<file path="src/rtl/dram_rfs_pkg.sv">
package dram_rfs_pkg;

    typedef enum logic [2:0] {
        ST_PWRUP    = 3'd0,
        ST_IDLE     = 3'd1,
        ST_CAS_LEAD = 3'd2,
        ST_RAS_ACT  = 3'd3,
        ST_PRECH    = 3'd4
    } rfs_state_e;

    typedef struct packed {
        logic ras_n;
        logic cas_n;
    } strobe_t;

    function automatic int unsigned max_of(input int unsigned a, input int unsigned b);
        return (a > b) ? a : b;
    endfunction

    function automatic strobe_t strobe_for(input rfs_state_e s);
        strobe_t r;
        r.ras_n = (s != ST_RAS_ACT);
        r.cas_n = !((s == ST_CAS_LEAD) || (s == ST_RAS_ACT));
        return r;
    endfunction

endpackage

</file>
<file path="src/rtl/rfs_interval_timer.sv">
module rfs_interval_timer #(
    parameter int unsigned PERIOD = 1500
) (
    input  logic clk,
    input  logic rst,
    input  logic en_i,
    output logic tick_o
);
    localparam int unsigned CW = (PERIOD > 2) ? $clog2(PERIOD) : 1;

    logic [CW-1:0] cnt;
    logic          last;

    assign last   = (cnt == CW'(PERIOD - 1));
    assign tick_o = en_i && last;

    always_ff @(posedge clk) begin
        if (rst || !en_i) begin
            cnt <= '0;
        end else if (last) begin
            cnt <= '0;
        end else begin
            cnt <= cnt + 1'b1;
        end
    end


    tick_spacing_chk: assert property (@(posedge clk) disable iff (rst)
        tick_o |=> !tick_o);

endmodule

</file>
<file path="src/rtl/rfs_pending_ctr.sv">
module rfs_pending_ctr #(
    parameter int unsigned PEND_W = 3
) (
    input  logic clk,
    input  logic rst,
    input  logic inc_i,
    input  logic dec_i,
    output logic owed_o
);
    localparam logic [PEND_W-1:0] MAX_OWED = {PEND_W{1'b1}};

    logic [PEND_W-1:0] owed;

    always_ff @(posedge clk) begin
        if (rst) begin
            owed <= '0;
        end else begin
            unique case ({inc_i, dec_i})
                2'b10:   if (owed != MAX_OWED) owed <= owed + 1'b1;
                2'b01:   owed <= owed - 1'b1;
                default: owed <= owed;
            endcase
        end
    end

    assign owed_o = (owed != '0);


    no_overflow_chk: assert property (@(posedge clk) disable iff (rst)
        (owed == MAX_OWED && inc_i && !dec_i) |=> owed == MAX_OWED);


    no_underflow_chk: assert property (@(posedge clk) disable iff (rst)
        dec_i |-> owed != '0);

endmodule

</file>
<file path="src/rtl/rfs_cycle_fsm.sv">
module rfs_cycle_fsm
    import dram_rfs_pkg::*;
#(
    parameter int unsigned POWERUP_CYC  = 20000,
    parameter int unsigned INIT_CYCLES  = 8,
    parameter int unsigned CAS_LEAD_CYC = 1,
    parameter int unsigned RAS_LOW_CYC  = 5,
    parameter int unsigned PRECH_CYC    = 3
) (
    input  logic clk,
    input  logic rst,
    input  logic gnt_i,
    input  logic refresh_owed_i,
    output logic req_o,
    output logic ras_n_o,
    output logic cas_n_o,
    output logic done_o,
    output logic init_done_o
);
    localparam int unsigned MAXT = max_of(max_of(POWERUP_CYC, CAS_LEAD_CYC),
                                          max_of(RAS_LOW_CYC, PRECH_CYC));
    localparam int unsigned CW   = (MAXT > 2) ? $clog2(MAXT) : 1;
    localparam int unsigned IW   = $clog2(INIT_CYCLES + 1);

    rfs_state_e    state_q, state_d;
    logic [CW-1:0] cnt_q, cnt_d;
    logic [IW-1:0] init_left_q;
    logic          init_done_q;
    strobe_t       strb_q;
    logic          work;
    logic          phase_last;

    assign work = init_done_q ? refresh_owed_i : (init_left_q != '0);

    always_comb begin
        unique case (state_q)
            ST_PWRUP:    phase_last = (cnt_q == CW'(POWERUP_CYC - 1));
            ST_CAS_LEAD: phase_last = (cnt_q == CW'(CAS_LEAD_CYC - 1));
            ST_RAS_ACT:  phase_last = (cnt_q == CW'(RAS_LOW_CYC - 1));
            ST_PRECH:    phase_last = (cnt_q == CW'(PRECH_CYC - 1));
            default:     phase_last = 1'b0;
        endcase
    end

    always_comb begin
        state_d = state_q;
        cnt_d   = cnt_q + 1'b1;
        unique case (state_q)
            ST_PWRUP:    if (phase_last) state_d = ST_IDLE;
            ST_IDLE: begin
                cnt_d = '0;
                if (work && gnt_i) state_d = ST_CAS_LEAD;
            end
            ST_CAS_LEAD: if (phase_last) state_d = ST_RAS_ACT;
            ST_RAS_ACT:  if (phase_last) state_d = ST_PRECH;
            ST_PRECH:    if (phase_last) state_d = ST_IDLE;
            default:     state_d = ST_IDLE;
        endcase
        if (phase_last) cnt_d = '0;
    end

    assign done_o = (state_q == ST_PRECH) && phase_last;

    always_ff @(posedge clk) begin
        if (rst) begin
            state_q     <= ST_PWRUP;
            cnt_q       <= '0;
            init_left_q <= IW'(INIT_CYCLES);
            init_done_q <= 1'b0;
            strb_q      <= '{ras_n: 1'b1, cas_n: 1'b1};
        end else begin
            state_q <= state_d;
            cnt_q   <= cnt_d;
            strb_q  <= strobe_for(state_d);
            if (done_o && !init_done_q) begin
                init_left_q <= init_left_q - 1'b1;
                if (init_left_q == IW'(1)) init_done_q <= 1'b1;
            end
        end
    end

    assign req_o       = (state_q != ST_PWRUP) && (work || state_q != ST_IDLE);
    assign ras_n_o     = strb_q.ras_n;
    assign cas_n_o     = strb_q.cas_n;
    assign init_done_o = init_done_q;


    cas_needs_grant_chk: assert property (@(posedge clk) disable iff (rst)
        $fell(cas_n_o) |-> $past(gnt_i) && $past(req_o));


    init_done_sticky_chk: assert property (@(posedge clk) disable iff (rst)
        init_done_o |=> init_done_o);

endmodule

</file>
<file path="src/rtl/dram_refresh_seq.sv">
module dram_refresh_seq #(
    parameter int unsigned POWERUP_CYC     = 20000,
    parameter int unsigned INIT_CYCLES     = 8,
    parameter int unsigned REFRESH_INT_CYC = 1500,
    parameter int unsigned CAS_LEAD_CYC    = 1,
    parameter int unsigned RAS_LOW_CYC     = 5,
    parameter int unsigned PRECH_CYC       = 3,
    parameter int unsigned PEND_W          = 3
) (
    input  logic clk,
    input  logic rst,
    input  logic gnt_i,
    output logic req_o,
    output logic ras_n_o,
    output logic cas_n_o,
    output logic we_n_o,
    output logic init_done_o
);
    logic tick;
    logic owed;
    logic cyc_done;

    rfs_interval_timer #(.PERIOD(REFRESH_INT_CYC)) u_timer (
        .clk    (clk),
        .rst    (rst),
        .en_i   (init_done_o),
        .tick_o (tick)
    );

    rfs_pending_ctr #(.PEND_W(PEND_W)) u_pending (
        .clk    (clk),
        .rst    (rst),
        .inc_i  (tick),
        .dec_i  (cyc_done && init_done_o),
        .owed_o (owed)
    );

    rfs_cycle_fsm #(
        .POWERUP_CYC  (POWERUP_CYC),
        .INIT_CYCLES  (INIT_CYCLES),
        .CAS_LEAD_CYC (CAS_LEAD_CYC),
        .RAS_LOW_CYC  (RAS_LOW_CYC),
        .PRECH_CYC    (PRECH_CYC)
    ) u_fsm (
        .clk            (clk),
        .rst            (rst),
        .gnt_i          (gnt_i),
        .refresh_owed_i (owed),
        .req_o          (req_o),
        .ras_n_o        (ras_n_o),
        .cas_n_o        (cas_n_o),
        .done_o         (cyc_done),
        .init_done_o    (init_done_o)
    );

    assign we_n_o = 1'b1;


    cbr_order_chk: assert property (@(posedge clk) disable iff (rst)
        !ras_n_o |-> !cas_n_o);


    ras_fall_after_cas_chk: assert property (@(posedge clk) disable iff (rst)
        $fell(ras_n_o) |-> !$past(cas_n_o));


    strobe_owned_chk: assert property (@(posedge clk) disable iff (rst)
        (!ras_n_o || !cas_n_o) |-> req_o);

endmodule

</file>
<file path="config.mk">
export PLATFORM = sky130hd
export DESIGN_NAME = dram_refresh_seq
export DESIGN_NICKNAME = d
export VERILOG_FILES = /design/src/rtl/dram_rfs_pkg.sv /design/src/rtl/rfs_interval_timer.sv /design/src/rtl/rfs_pending_ctr.sv /design/src/rtl/rfs_cycle_fsm.sv /design/src/rtl/dram_refresh_seq.sv
export SDC_FILE = /design/constraint.sdc
export NUM_CORES = 1
export LEC_CHECK = 0
export ABC_CLOCK_PERIOD_IN_PS = 2700
export BUFFER_PORTS_ARGS = -buffer_cell sky130_fd_sc_hd__clkbuf_2
export CAP_MARGIN = 20
export CORE_UTILIZATION = 45
export DETAILED_ROUTE_END_ITERATION = 8
export MAX_ROUTING_LAYER = met4
export PLACE_DENSITY_LB_ADDON = 0.2
export SLEW_MARGIN = 20
export SYNTH_ARGS = -nofsm -noshare
export SYNTH_HDL_FRONTEND = slang
export SYNTH_SLANG_ARGS = --single-unit
export TNS_END_PERCENT = 5
</file>
<file path="constraint.sdc">
create_clock -name clk -period 2.7 [get_ports clk]
set_input_delay 0.27 -clock clk [delete_from_list [all_inputs] [get_ports clk]]
set_output_delay 0.27 -clock clk [all_outputs]
set_load 0.005 [all_outputs]
</file>
# [Yosys cells after proc, flatten, opt, wreduce, memory -nomap -nowiden]
# Cells that the tools add are included.
[word_totals] mem_bits_rw=0 inputBits=3 memories=0 latch_bits=0 reg_bits=39 out_inout_bits=5 mem_bits_ro=0
[op_classes] n_div=0 n_mul=0 shift=0 eq_ne=17 mux=9 n_addsub=5 n_reduce_logical=22 n_bitwise=0 magnitude_cmp=0
[op_table] op="adder 15 x 1 -> 15 bit, second input constant" count=1
[op_table] op="equality test 15 bit, second input constant" count=1
[op_table] op="equality test 15 x 2 -> 1 bit, second input constant" count=1
[op_table] op="equality test 15 x 3 -> 1 bit, second input constant" count=1
[op_table] op="logical NOT 15 bit" count=1
[op_table] op="2-to-1 mux 3 bit" count=5
[op_table] op="equality test 3 x 2 -> 1 bit, second input constant" count=4
[op_table] op="case mux 3 bit (4 select lines)" count=1
[op_table] op="adder 11 x 1 -> 11 bit, second input constant" count=1
[op_table] op="equality test 11 bit, second input constant" count=1
[op_table] op="logical AND 1 bit" count=6
[op_table] op="case mux 3 bit (2 select lines)" count=1
[op_table] op="nonzero test 3 bit" count=2
[op_table] op="equality test 4 x 1 -> 1 bit, second input constant" count=1
[op_table] op="case mux 1 bit (4 select lines)" count=1
[op_table] op="AND reduction 2 bit" count=2
[op_table] op="nonzero test 4 bit" count=1
[op_table] op="OR reduction 2 bit" count=2
[op_table] op="subtractor 4 x 1 -> 4 bit, second input constant" count=1
[op_table] op="adder 3 x 1 -> 3 bit, second input constant" count=1
[op_table] op="equality test 3 x 1 -> 1 bit, second input constant" count=1
[op_table] op="equality test 3 bit, second input constant" count=1
[op_table] op="logical NOT 3 bit" count=1
[op_table] op="logical OR 1 bit" count=3
[op_table] op="11 further kinds" count=12

# [Longest topological paths before layout]
[depth] word_depth=8 depth_mapped=11

# [By module]
# Synthesis repeated with hierarchy kept, for this count alone.
[hier_totals] hier_cells=240 area_unflattened_um2=2110.8
[by_module_without_submodules] mod="rfs_cycle_fsm" n_inst=1 cells_per_inst=157 area_per_inst_um2=1361.3
[by_module_without_submodules] mod="rfs_interval_timer" n_inst=1 cells_per_inst=55 area_per_inst_um2=506.7
[by_module_without_submodules] mod="rfs_pending_ctr" n_inst=1 cells_per_inst=25 area_per_inst_um2=225.2
[by_module_without_submodules] mod="dram_refresh_seq" n_inst=1 cells_per_inst=3 area_per_inst_um2=17.5

# [Least setup slack after synthesis]
# Ideal clock, no wire load.
[synth_path] kind="register -> register" start="register u_fsm.cnt_q[4]" end="register u_pending.owed[2]" arrival_ns=2.634 period_less_slack_ns=2.755 required_time_ns=2.579 setup_slack_ns=-0.055 n_path_buf=0 path_stages_with_launch=11 path_cell_list="dfxtp_1 -> or4_4 -> a211oi_4 -> o22ai_4 -> a21oi_4 -> nand2_1 -> fa_1 -> nor2_1 -> nand3_1 -> o311ai_1 -> mux2_2"
[synth_via] elab_chain_cells=7 word_cells_on_any_way=13 cone_classes="eq/ne (6); mux (2); reduce/logical (5)"
[synth_rtl] element="start: declaration" line="rfs_cycle_fsm.sv:26" text="logic [CW-1:0] cnt_q, cnt_d;"
[synth_rtl] element="start signal: assignment" line="rfs_cycle_fsm.sv:73" text="cnt_q <= cnt_d;"
[synth_rtl] element="equality test 15 x 2 -> 1 bit, or another cell as far along" line="rfs_cycle_fsm.sv:40" text="ST_PRECH: phase_last = (cnt_q == CW'(PRECH_CYC - 1));"
[synth_rtl] element="case mux 1 bit (4 select lines) (*)" line="rfs_cycle_fsm.sv:36" text="unique case (state_q)"
[synth_rtl] element="logical AND 1 bit (*)" line="rfs_cycle_fsm.sv:62" text="assign done_o = (state_q == ST_PRECH) && phase_last;"
[synth_rtl] element="logical AND 1 bit (*)" line="dram_refresh_seq.sv:34" text=".dec_i (cyc_done && init_done_o),"
[synth_rtl] element="equality test 2 bit or equality test 2 x 1 -> 1 bit (tied branches)" line="rfs_pending_ctr.sv:18" text="unique case ({inc_i, dec_i})"
[synth_rtl] element="inequality test 2 x 1 -> 1 bit (no line) or nonzero test 2 bit (tied branches)"
[synth_rtl] element="AND reduction 2 bit (no line)"
[synth_rtl] element="end signal: assignment" line="rfs_pending_ctr.sv:19" text="2'b10: if (owed != MAX_OWED) owed <= owed + 1'b1;"
[synth_rtl] element="end signal: assignment" line="rfs_pending_ctr.sv:20" text="2'b01: owed <= owed - 1'b1;"
[synth_rtl] element="end signal: assignment" line="rfs_pending_ctr.sv:21" text="default: owed <= owed;"
[synth_rtl] element="end: declaration" line="rfs_pending_ctr.sv:12" text="logic [PEND_W-1:0] owed;"
# Mark *: on every way between the ends. The rest lies on a longest branch, timed or not.
# A chain may end at the register's enable or synchronous reset.

# [Worst setup path after layout]
[layout_path] start="register u_fsm.cnt_q[3]" end="register u_pending.owed[2]"
# Same word-level chain as after synthesis.

==> out/qor.yml <==
status: "finished, final reports clean"
yosysSeqAreaShare: 0.375
dieHeight_um: 70.0
holdBufCountCts: 0
grt_first_pass_wirelength_um: 6780
gp_congestion: 0.834
async_flop_share: 0
p_int_w: 0.000891
ios: 8
synthCells: 235
dieArea_um2: 4900
root_buffer: "clkbuf_8"
cpPeakStageDelay_ps: 560
hold_viol: 0
synthesis.nets: 244
synth-edff-count: 0
cts.clk_slew.worst_paths_ps: 80
grt_max_degree: 17
antenna_found_initial: 0
drc: 0
cts.sinks: 39
clock_skew_ps: 5.76
cp_top_family: "simple AND/OR/NAND/NOR gates"
grt_pass1_vias: 1548
clkLatencyLatePin_ps: 300
start_util: 0.472
arrival_ps: 2790
yosysTopAreaCell: "dfxtp_1"
ir_worst_vdd_mv: 0.270
worst_setup_path_end_kind: "flip-flop"
synth_top_area_share: 0.375
wl_um: 3810
htree_levels: 2
start_kind: "flip-flop"
power_frac_seq: 0.517
dr.pass1.iters: 4
r2r_cells: 10
swShare: 0.212
rsz0062_at_grt: "true"
grt_usage: 0.180
worst_path_max_delay_cell: "or4_4"
regArea_um2: 781
fillCellCount: 435
num_rows: 24
yosysWarnings: 0
synthTopCellsByCount: "nor2_1, dfxtp_1, xnor2_1, nand2_1, inv_1"
dp_hpwl_um: 2750
crit_path_max_fanout: 2
switchingPower_w: 0.000239
drt_iter0_drc: 91
drtAntennaViolNets: 0
maxSlewViolCount: 0
syn_area_um2: 2080
overflow: 0
antennaDiodeCount: 0
areaGrowthSynthToFinish_pct: 13.0
path_buf_inv: 0
cap_violations: 0
min_to: "u_fsm.cas_n_o$_SDFF_PP1_"
final_util: 0.533
min-delay-start: "gnt_i"
rrSetupSlack_ps: 100
tns_ps: 0
power_density_nw_per_um2: 480
crit_type: "reg2reg"
ys_types: 53
wl_per_cell_um: 12.4
cts_tree: "done"
crit_chain: "or4_4 > a211oi_4 > o22ai_4 > a21oi_4 > nand2_1 > fa_2 > nor2_2 > nand3_1 > o311ai_1 > mux2_2"
ys_ff_latch: 39
nets: 263
port_buffers: 6
cts_buffers: 5
hold_path.class: "in2reg"
cp_data_required_time_ps: 2890
core_um2: 4410
die_w_um: 70.0
synth_ff_type: "dfxtp_1"
synth_area_leaders: "dfxtp_1, nor2_1, xnor2_1"
clkPwrFrac: 0.454
whs_path_depth: 3
hold_ws_ps: 300
power_leakage_nw: 0.847
cts.path.max_buffers: 2
rr_endpoint: "u_pending.owed[2]$_SDFFE_PP0P_"
vias_per_cell: 5.24
vias: 1609
setup_violations: 0
p_comb_frac: 0.029
post-route-min-period_ps: 2600
syn_area_per_cell_um2: 8.86
drive_above_1_share: 0.180
r2r_start: "u_fsm.cnt_q[3]$_SDFF_PP0_"
multi_input_area_um2: 1220
finalCritPeriodShare: 0.963
yosysMostFrequentCell: "nor2_1"
fmax_mhz: 385
## layer usage
layer,global-route usage,part of all wire,vias up
li1,-,-,834
met2,0.275,0.45,16
met3,0.0433,0.029,7
met1,0.222,0.50,752
met4,0.0867,0.020,0
met5,-,0,-
## cells by family after synthesis
kind of cell / after synthesis / share of synthesized area
buf+inv: 19 / 0.0397
mux: 3 / 0.0156
xor+xnor: 24 / 0.101
simple gates: 116 / 0.302
fa+ha+maj: 6 / 0.0397
flops: 39 / 0.375
other cells: 1 / 0.00180
compound gates: 27 / 0.125
## placed cells by master (no fill, tap or decap), types with 3 or more instances in the layout
master    Yosys  routed
and3_1        8       8
nor3_1        3       3
xnor2_1      16      16
xor2_1        8       8
clkbuf_8      0       6
nand3_1      12      12
nor2b_1       3       3
nand4_1       4       4
buf_4         3      11
a21oi_1       6       6
nand2_1      15      15
ha_1          5       5
inv_1        14      14
clkbuf_2      0       6
dfxtp_1      39      39
nor2_1       49      48
## cell type report
cell class                 count  area share
clock inverter                 2      0.0149
timing repair buffer          17      0.0479
clock buffer                   6      0.0351
sequential                    39       0.332
multi-input combinational    177       0.520
tap                           52      0.0277
inverter                      14      0.0223
## what timing repair did
item,in CTS,in global routing
buffers inserted,0,1
gates resized for setup,0,2
setup endpoints to repair,0,1
## sequential cells by signal (all words and copies together) (netlist names)
register and cells:
u_fsm.cas_n_o 1, u_fsm.cnt_q 15, u_fsm.init_done_o 1, u_fsm.init_left_q 4, u_fsm.ras_n_o 1, u_fsm.state_q 3
u_pending.owed 3, u_timer.cnt 11
## how the worst max path moves through the flow
stage,startpoint,end,slack [ps],cells past startpoint
final,u_fsm.cnt_q[3]$_SDFF_PP0_,u_pending.owed[2]$_SDFFE_PP0P_,100,10
after global routing,u_fsm.cnt_q[3]$_SDFF_PP0_,u_pending.owed[2]$_SDFFE_PP0P_,-10,10
after CTS,u_fsm.cnt_q[4]$_SDFF_PP0_,u_pending.owed[2]$_SDFFE_PP0P_,100,10
after detailed placement,u_fsm.cnt_q[4]$_SDFF_PP0_,u_pending.owed[2]$_SDFFE_PP0P_,120,10
after global placement,u_fsm.cnt_q[4]$_SDFF_PP0_,u_pending.owed[2]$_SDFFE_PP0P_,150,10
after floorplan,u_fsm.state_q[0]$_SDFF_PP0_,u_pending.owed[2]$_SDFFE_PP0P_,-20,11
## stage by stage
stage               cell area, um2  worst slack [ps]  std cells  power [W]
floorplan                     2090             -21.0        235   0.000621
CTS                           2340               103        306    0.00114
global route                  2350             -14.0        307    0.00117
finish                        2350              99.4        307    0.00113
global placement              2220               149        298   0.000630
detailed placement            2220               116        298   0.000630
## tightest hold or removal path, cell delays in order
cell and delay (ps):
clkbuf_2 90, nand4_1 70, a21o_1 130
## power groups by stage
stage	registers (W)	clock network (W)	logic (W)
after detailed placement	0.000597	0	0.0000329
after global routing	0.000585	0.000547	0.0000362
final	0.000584	0.000514	0.0000326
after CTS	0.000584	0.000527	0.0000331
after global placement	0.000597	0	0.0000333
after floorplan	0.000597	0	0.0000239
Power figures use the tool's default switching activity.
